[src/rtl/pen_rate_pkg.sv]
package pen_rate_pkg;

    localparam int COORD_W = 10;

    typedef logic [COORD_W-1:0] coord_t;

    typedef struct packed {
        coord_t x;
        coord_t y;
    } point_t;

    typedef struct packed {
        logic   en;
        coord_t x_lo;
        coord_t x_hi;
        coord_t y_lo;
        coord_t y_hi;
    } region_t;

    typedef enum logic {
        RATE_SLOW = 1'b0,
        RATE_FAST = 1'b1
    } rate_e;

    // Inclusive rectangle containment, gated by the region enable.
    function automatic logic point_in(region_t r, point_t p);
        return r.en
            && (p.x >= r.x_lo) && (p.x <= r.x_hi)
            && (p.y >= r.y_lo) && (p.y <= r.y_hi);
    endfunction

endpackage

[src/rtl/pen_region_match.sv]
module pen_region_match
    import pen_rate_pkg::*;
#(
    parameter int NUM_RGN = 4
) (
    input  region_t [NUM_RGN-1:0] rgn_i,
    input  point_t                pt_i,
    output logic                  hit_o
);

    logic [NUM_RGN-1:0] hit_vec;

    for (genvar i = 0; i < NUM_RGN; i++) begin : g_rgn
        assign hit_vec[i] = point_in(rgn_i[i], pt_i);
    end

    assign hit_o = |hit_vec;

endmodule

[src/rtl/pen_sample_gate.sv]
module pen_sample_gate
    import pen_rate_pkg::*;
(
    input  logic   clk,
    input  logic   rst,
    input  logic   pen_down_i,
    input  logic   smp_stb_i,
    input  logic   smp_ok_i,
    input  point_t smp_pt_i,
    input  logic   hit_i,
    output logic   acc_o,
    output point_t acc_pt_o,
    output rate_e  next_rate_o
);

    logic take;
    assign take = smp_stb_i && smp_ok_i;

    always_ff @(posedge clk) begin
        if (rst) begin
            acc_o       <= 1'b0;
            acc_pt_o    <= '0;
            next_rate_o <= RATE_FAST;
        end else begin
            acc_o <= take;
            if (take) begin
                acc_pt_o <= smp_pt_i;
            end
            if (!pen_down_i) begin
                next_rate_o <= RATE_FAST;
            end else if (take) begin
                next_rate_o <= hit_i ? RATE_FAST : RATE_SLOW;
            end
        end
    end

    // a flagged-bad sample never yields an accept strobe
    a_r8_drop_invalid: assert property (@(posedge clk) disable iff (rst)
        (smp_stb_i && !smp_ok_i) |=> !acc_o);

    // every accept strobe traces back to a good sample one cycle earlier
    a_r9_acc_source: assert property (@(posedge clk) disable iff (rst)
        acc_o |-> $past(smp_stb_i && smp_ok_i));

    // the rate decision moves only after a good sample or a pen lift
    a_r8_decision_source: assert property (@(posedge clk) disable iff (rst)
        !$stable(next_rate_o) |-> ($past(smp_stb_i && smp_ok_i) || $past(!pen_down_i)));

endmodule

[src/rtl/pen_period_timer.sv]
module pen_period_timer
    import pen_rate_pkg::*;
#(
    parameter int FAST_TICKS = 12,
    parameter int SLOW_TICKS = 100
) (
    input  logic  clk,
    input  logic  rst,
    input  logic  tick_i,
    input  logic  pen_down_i,
    input  rate_e next_rate_i,
    output logic  req_o,
    output rate_e cur_rate_o
);

    localparam int MAX_TICKS = (FAST_TICKS > SLOW_TICKS) ? FAST_TICKS : SLOW_TICKS;
    localparam int CNT_W     = $clog2(MAX_TICKS + 1);
    localparam logic [CNT_W-1:0] FAST_LAST = CNT_W'(FAST_TICKS - 1);
    localparam logic [CNT_W-1:0] SLOW_LAST = CNT_W'(SLOW_TICKS - 1);

    logic [CNT_W-1:0] cnt;
    logic [CNT_W-1:0] last;

    assign last = (cur_rate_o == RATE_FAST) ? FAST_LAST : SLOW_LAST;

    always_ff @(posedge clk) begin
        if (rst) begin
            cnt        <= '0;
            req_o      <= 1'b0;
            cur_rate_o <= RATE_FAST;
        end else begin
            req_o <= 1'b0;
            if (!pen_down_i) begin
                cnt        <= '0;
                cur_rate_o <= RATE_FAST;
            end else if (tick_i) begin
                if (cnt >= last) begin
                    cnt        <= '0;
                    req_o      <= 1'b1;
                    cur_rate_o <= next_rate_i;
                end else begin
                    cnt <= cnt + 1'b1;
                end
            end
        end
    end

    // no request follows a cycle with the pen lifted
    a_r2_quiet_pen_up: assert property (@(posedge clk) disable iff (rst)
        !pen_down_i |=> !req_o);

    // lifting the pen restores the fast rate
    a_r2_pen_up_fast: assert property (@(posedge clk) disable iff (rst)
        !pen_down_i |=> (cur_rate_o == RATE_FAST));

    // a request lasts exactly one cycle
    a_r11_req_pulse: assert property (@(posedge clk) disable iff (rst)
        req_o |=> !req_o);

    // the rate changes only together with a period-closing request or after a pen lift
    a_r10_rate_at_boundary: assert property (@(posedge clk) disable iff (rst)
        !$stable(cur_rate_o) |-> (req_o || $past(!pen_down_i)));

    // a request is only produced by a tick
    a_r3_req_from_tick: assert property (@(posedge clk) disable iff (rst)
        req_o |-> $past(tick_i && pen_down_i));

endmodule

[src/rtl/pen_rate_sched.sv]
module pen_rate_sched
    import pen_rate_pkg::*;
#(
    parameter int NUM_RGN    = 4,
    parameter int FAST_TICKS = 12,
    parameter int SLOW_TICKS = 100
) (
    input  logic                       clk,
    input  logic                       rst,
    input  logic                       tick_i,
    input  logic                       pen_down_i,
    input  logic                       smp_stb_i,
    input  logic                       smp_ok_i,
    input  logic [COORD_W-1:0]         smp_x_i,
    input  logic [COORD_W-1:0]         smp_y_i,
    input  logic [NUM_RGN-1:0]         rgn_en_i,
    input  logic [NUM_RGN*COORD_W-1:0] rgn_xlo_i,
    input  logic [NUM_RGN*COORD_W-1:0] rgn_xhi_i,
    input  logic [NUM_RGN*COORD_W-1:0] rgn_ylo_i,
    input  logic [NUM_RGN*COORD_W-1:0] rgn_yhi_i,
    output logic                       req_o,
    output logic                       acc_o,
    output logic [COORD_W-1:0]         acc_x_o,
    output logic [COORD_W-1:0]         acc_y_o,
    output logic                       fast_o
);

    region_t [NUM_RGN-1:0] rgn;
    point_t                smp_pt;
    point_t                acc_pt;
    logic                  hit;
    rate_e                 next_rate;
    rate_e                 cur_rate;

    for (genvar i = 0; i < NUM_RGN; i++) begin : g_unpack
        assign rgn[i].en   = rgn_en_i[i];
        assign rgn[i].x_lo = rgn_xlo_i[i*COORD_W +: COORD_W];
        assign rgn[i].x_hi = rgn_xhi_i[i*COORD_W +: COORD_W];
        assign rgn[i].y_lo = rgn_ylo_i[i*COORD_W +: COORD_W];
        assign rgn[i].y_hi = rgn_yhi_i[i*COORD_W +: COORD_W];
    end

    assign smp_pt.x = smp_x_i;
    assign smp_pt.y = smp_y_i;

    pen_region_match #(
        .NUM_RGN (NUM_RGN)
    ) u_match (
        .rgn_i (rgn),
        .pt_i  (smp_pt),
        .hit_o (hit)
    );

    pen_sample_gate u_gate (
        .clk         (clk),
        .rst         (rst),
        .pen_down_i  (pen_down_i),
        .smp_stb_i   (smp_stb_i),
        .smp_ok_i    (smp_ok_i),
        .smp_pt_i    (smp_pt),
        .hit_i       (hit),
        .acc_o       (acc_o),
        .acc_pt_o    (acc_pt),
        .next_rate_o (next_rate)
    );

    pen_period_timer #(
        .FAST_TICKS (FAST_TICKS),
        .SLOW_TICKS (SLOW_TICKS)
    ) u_timer (
        .clk         (clk),
        .rst         (rst),
        .tick_i      (tick_i),
        .pen_down_i  (pen_down_i),
        .next_rate_i (next_rate),
        .req_o       (req_o),
        .cur_rate_o  (cur_rate)
    );

    assign acc_x_o = acc_pt.x;
    assign acc_y_o = acc_pt.y;
    assign fast_o  = (cur_rate == RATE_FAST);

    // both strobes are low in the first cycle after reset
    a_r1_reset_quiet: assert property (@(posedge clk)
        $past(rst) |-> (!req_o && !acc_o && fast_o));

endmodule

[config.mk]
export PLATFORM = sky130hd
export DESIGN_NAME = pen_rate_sched
export DESIGN_NICKNAME = d
export VERILOG_FILES = /design/src/rtl/pen_rate_pkg.sv /design/src/rtl/pen_region_match.sv /design/src/rtl/pen_sample_gate.sv /design/src/rtl/pen_period_timer.sv /design/src/rtl/pen_rate_sched.sv
export SDC_FILE = /design/constraint.sdc
export NUM_CORES = 1
export LEC_CHECK = 0
export CAP_MARGIN = 20
export CELL_PAD_IN_SITES_DETAIL_PLACEMENT = 1
export CELL_PAD_IN_SITES_GLOBAL_PLACEMENT = 1
export CORE_ASPECT_RATIO = 1.2
export CORE_MARGIN = 1.5
export CORE_UTILIZATION = 31
export CTS_BUF_LIST = sky130_fd_sc_hd__clkbuf_4
export DETAILED_ROUTE_END_ITERATION = 6
export GPL_ROUTABILITY_DRIVEN = 0
export MAX_ROUTING_LAYER = met4
export PLACE_DENSITY_LB_ADDON = 0.12
export SLEW_MARGIN = 20
export SYNTH_ARGS = -nofsm -noshare
export SYNTH_HDL_FRONTEND = slang
export SYNTH_SLANG_ARGS = --single-unit
[constraint.sdc]
create_clock -name clk -period 3.2 [get_ports clk]
set_input_delay 0.8 -clock clk [delete_from_list [all_inputs] [get_ports clk]]
set_output_delay 0.8 -clock clk [all_outputs]
set_load 0.01 [all_outputs]
Yosys cells after proc, flatten, opt, wreduce, memory -nomap -nowiden

Cells that the tools add are included.

Register bits after elaboration: 31
Output and inout bits: 23

Add/sub/neg operators: 1
Order comparisons: 17
Multiplexer cells: 4
Bitwise logic cells: 2
Reduce and logical (&&, ||, !) cells: 21

Operator list:

| kind                  | count |
|---|---|
| $ge A10 B10 Y1        | 8 |
| $le A10 B10 Y1        | 8 |
| $logic_and A1 B1 Y1   | 17 |
| $mux W7               | 2 |
| $add A7 B1 Y7 const B | 1 |
| $ge A7 B7 Y1          | 1 |
| $reduce_or A4 Y1      | 1 |
| $reduce_or A3 Y1      | 1 |
| $mux W1               | 2 |
| $not A1 Y1            | 2 |
| $reduce_and A2 Y1     | 1 |
| $reduce_or A2 Y1      | 1 |

Logic depth before layout (Yosys ltp)

Depth after elaboration: 7
Gate-level depth with buffers: 9
Depth with buffers taken out: 9

Modules after synthesis

From an unflattened synthesis, not the netlist that was laid out.

Cell total of the unflattened synthesis: 684
Area total of the unflattened synthesis: 5323.9 sq um

By module, submodules not included:

| module           | times used | cells an instance | area each (sq um) |
|---|---|---|---|
| pen_region_match | 1          | 536               | 3926.3 |
| pen_sample_gate  | 1          | 99                | 925.9 |
| pen_period_timer | 1          | 49                | 471.7 |

Worst setup path before layout

Ideal clock, no wire load.

Kind: in2reg
Start point: input smp_y_i[0]
End point: register u_gate.next_rate_o
Arrival time: 2.584 ns
Setup slack: 0.482 ns
Cell stages on the path: 9
Buffers on the path: 0
Cell sequence: inv_1 > ha_1 > or3b_1 > o2111ai_1 > a21oi_1 > or4b_1 > and4b_1 > a41oi_2 > a21oi_1

Cells in the longest elaborated chain, start to end: 5
Elaborated cells between the ends (all ways): 18
Those cells by class: order compare (8); mux (1); reduce/logical (9)

Ends and longest elaborated chain:

| element                           | line                   | RTL |
|---|---|---|
| from (decl)                       | pen_rate_sched.sv:15   | `input logic [COORD_W-1:0] smp_y_i,` |
| $ge A10 B10 Y1                    | pen_rate_pkg.sv:29     | `&& (p.y >= r.y_lo) && (p.y <= r.y_hi);` |
| $logic_and A1 B1 Y1 (2 in series) | pen_rate_pkg.sv:29     |  |
| $reduce_or A4 Y1 *                | pen_region_match.sv:17 | `assign hit_o = \|hit_vec;` |
| $mux W1 *                         | pen_sample_gate.sv:32  | `next_rate_o <= hit_i ? RATE_FAST : RATE_SLOW;` |
| to (signal assigned)              | pen_sample_gate.sv:32  |  |
| to (decl)                         | pen_sample_gate.sv:13  | `output rate_e next_rate_o` |

Every way passes the cells marked *; elsewhere a longest branch is shown, timed or not.
A chain may end at the register's enable or synchronous reset.

Worst setup path after layout

Ends and elaborated chain as after synthesis.

==> results_dict.tcl <==
set metrics [dict create \
    outcome "complete, no violations" \
    vias 5614 \
    path_max_fanout 4 \
    ys_types 40 \
    vias_per_cell 4.89 \
    power_frac_comb_pct 53.8 \
    hold_viol 0 \
    core_area_mm2 0.0161 \
    holdWs_ps 460 \
    drt-total-wl_um 18400 \
    max_slew_margin_pct 68.6 \
    yosysTopAreaCell "ha_1" \
    ys.warnings.count 0 \
    grt_start_max_net_pins 23 \
    firstDrtPassIters 4 \
    cts_tree "done" \
    numClockSinks 31 \
    max_stage_delay_ps 480 \
    cts.reportedPaths.clkPinSlew_ps 110 \
    hold_path.class "register to register" \
    peakVddDrop_v 0.000112 \
    tightest_slew_ps 465 \
    syn_to_final_growth_pct 54.4 \
    max_freq_mhz 337 \
    layout_min_cycle_time_ps 2970 \
    antenna_found_initial 0 \
    syn_area_per_cell_um2 7.43 \
    die-area_mm2 0.0171 \
    nNetsFinal 1289 \
    clkPwrFrac_pct 20.0 \
    swShare_pct 34.2 \
    total_power_mw 1.56 \
    p_seq_share_pct 26.2 \
    switching_power_mw 0.532 \
    cp-end-kind "register" \
    numCtsBuffers 5 \
    root_buffer "clkbuf_4" \
    htree_levels 2 \
    rsz0062_at_grt "no" \
    yosys.area.top_type_share_pct 40.4 \
    ios 213 \
    cp_common_cell "a21oi_1" \
    synth.most_common_cell "ha_1" \
    arrival_ps 3190 \
    worstPathCellList "clkdlybuf4s50_1 > inv_1 > ha_1 > or3b_1 > o2111ai_1 > a21oi_1 > or4b_1 > and4b_1 > a41oi_2 > a21oi_1" \
    stdcell_count 1148 \
    start_util_pct 31.4 \
    drive_gt1_share_pct 5.13 \
    grt_pass1_vias 6181 \
    grt_overflow 0 \
    skew_ps 4.01 \
    synthesis.area_mm2 0.00507 \
    grt_pass1_wl_um 29800 \
    dp_hpwl_um 16700 \
    p_int_mw 1.02 \
    clk_latency_ps 340 \
    synthCells 683 \
    drtIter0Drc 167 \
    grt.total_usage_pct 22.4 \
    seq_area_frac_synth_pct 12.2 \
    portBuffers 212 \
    max_cap_viol_count 0 \
    placed_cells 1140 \
    antenna_left 0 \
    leakagePower_nw 4.01 \
    num_rows 51 \
    synthArstFlopShare_pct 0 \
    die_w_um 120 \
    setup_violations 0 \
    antenna_cells 0 \
    die_height_um 143 \
    timing.final.crit_share_pct 92.7 \
    start_kind "input pin" \
    synth_edf_count 0 \
    post_drt_wl_per_cell_um 16.0 \
    cts_setup_buffers 0 \
    synth_ff_type "dfxtp_1" \
    path_class "input pin to register" \
    slew_viol_final 0 \
    power.density_mw_per_mm2 199 \
    synth_area_leaders "ha_1 (40%), dfxtp_1 (12%), inv_1 (12%)" \
    cts_max_path_buffers 2 \
    syn_nets 1037 \
    synth-seq-cells 31 \
    cp.required_ps 3430 \
    synth_common_cells "ha_1 (164), inv_1 (163), nand2_1 (65), a21oi_1 (64), dfxtp_1 (31)" \
    crit_slowest_cell "clkdlybuf4s50_1" \
    drc_errors 0 \
    multi_input_area_mm2 0.00382 \
    nFillCells 1988 \
    seqCellArea_um2 621 \
]
[worst max-delay path: cells and delay by family]
family	cells	cell delay, ps
AOI/OAI and AO/OA	4	410
adders and majority gates	1	310
and+or+nand+nor	3	1070
buffers and inverters	2	600
[registers in the layout, indices dropped and copies added, names as in the netlist]
register            cells
u_gate.acc_pt_o        20
u_gate.next_rate_o      1
u_timer.cur_rate_o      1
u_timer.req_o           1
u_gate.acc_o            1
u_timer.cnt             7
[kinds of logic after synthesis]
| kind of cell | after synthesis | share of synthesized area [%] |
|---|---|---|
| compound gates | 155 | 18.7 |
| xor+xnor | 6 | 1.04 |
| fa+ha+maj | 164 | 40.4 |
| buf+inv | 169 | 12.5 |
| flops | 31 | 12.2 |
| mux | 1 | 0.197 |
| simple gates | 157 | 14.8 |
[power groups by stage]
stage | Sequential, mW | Combinational [mW] | Clock [mW]
6_report | 0.407 | 0.837 | 0.312
3_3_place_gp | 0.416 | 0.796 | 0
3_5_place_dp | 0.416 | 0.844 | 0
2_1_floorplan | 0.420 | 0.356 | 0
4_1_cts | 0.408 | 0.849 | 0.318
5_1_grt | 0.409 | 0.945 | 0.335
[layout by cell type (no fill, tap or decap), drive strengths merged, types with 2 or more instances in the layout]
cell type and instances:
nand2b 11, o2111ai 4, buf 39, clkdlybuf4s50 212
xor2 5, nand3 10, ha 164, or3b 2
a211oi 20, nand2 65, o21ai 29, o22ai 3
dfxtp 31, a21oi 64, nand4 23, clkbuf 5
nor4 2, and2 2, inv 163, clkinv 2
nor2b 7, nor3 7, nor2 23, a211o 4
and3 2, a21o 11, a31oi 8, a2111oi 4
[area by class of cell]
class / count / share of cell area [%]
multi-input cells: 483 / 48.8
repair buffers: 251 / 31.1
flip-flops and latches: 31 / 7.92
inverters: 163 / 7.81
well taps: 212 / 3.39
clock inverters: 3 / 0.495
clock buffers: 5 / 0.479
[metrics by stage]
stage / TNS (ps) / utilization (%) / setup slack, ps / cell area [µm²]
2_1_floorplan: 0 / - / 482 / 5070
3_3_place_gp: -183 / 48.0 / -183 / 7760
3_5_place_dp: -220 / 48.0 / -220 / 7760
4_1_cts: 0 / 48.5 / 129 / 7830
5_1_grt: 0 / 48.5 / 1.94 / 7830
6_report: 0 / 48.5 / 233 / 7830
[routing by layer]
| metal | global-route usage (%) | routed length [µm] |
|---|---|---|
| met3 | 2.68 | 841 |
| met2 | 42.2 | 9480 |
| met1 | 25.7 | 7870 |
| met4 | 3.95 | 221 |
| met5 | - | 0 |
[timing repair]
item | CTS | global route
endpoints found under the setup margin | 0 | 1
resized for setup | 0 | 1
hold buffers | 0 | 0
[worst paths after layout]
path	from	to	slack, ps	depth (start not counted)
hold / removal	u_gate.acc_pt_o[8]	u_gate.acc_pt_o[8]	460	2
setup reg to reg	u_timer.cnt[0]	u_timer.cnt[6]	1130	8
setup / recovery	smp_y_i[0]	u_gate.next_rate_o	230	10
hold reg to reg	u_gate.acc_pt_o[8]	u_gate.acc_pt_o[8]	460	2
(Power assumes the default switching activity.)
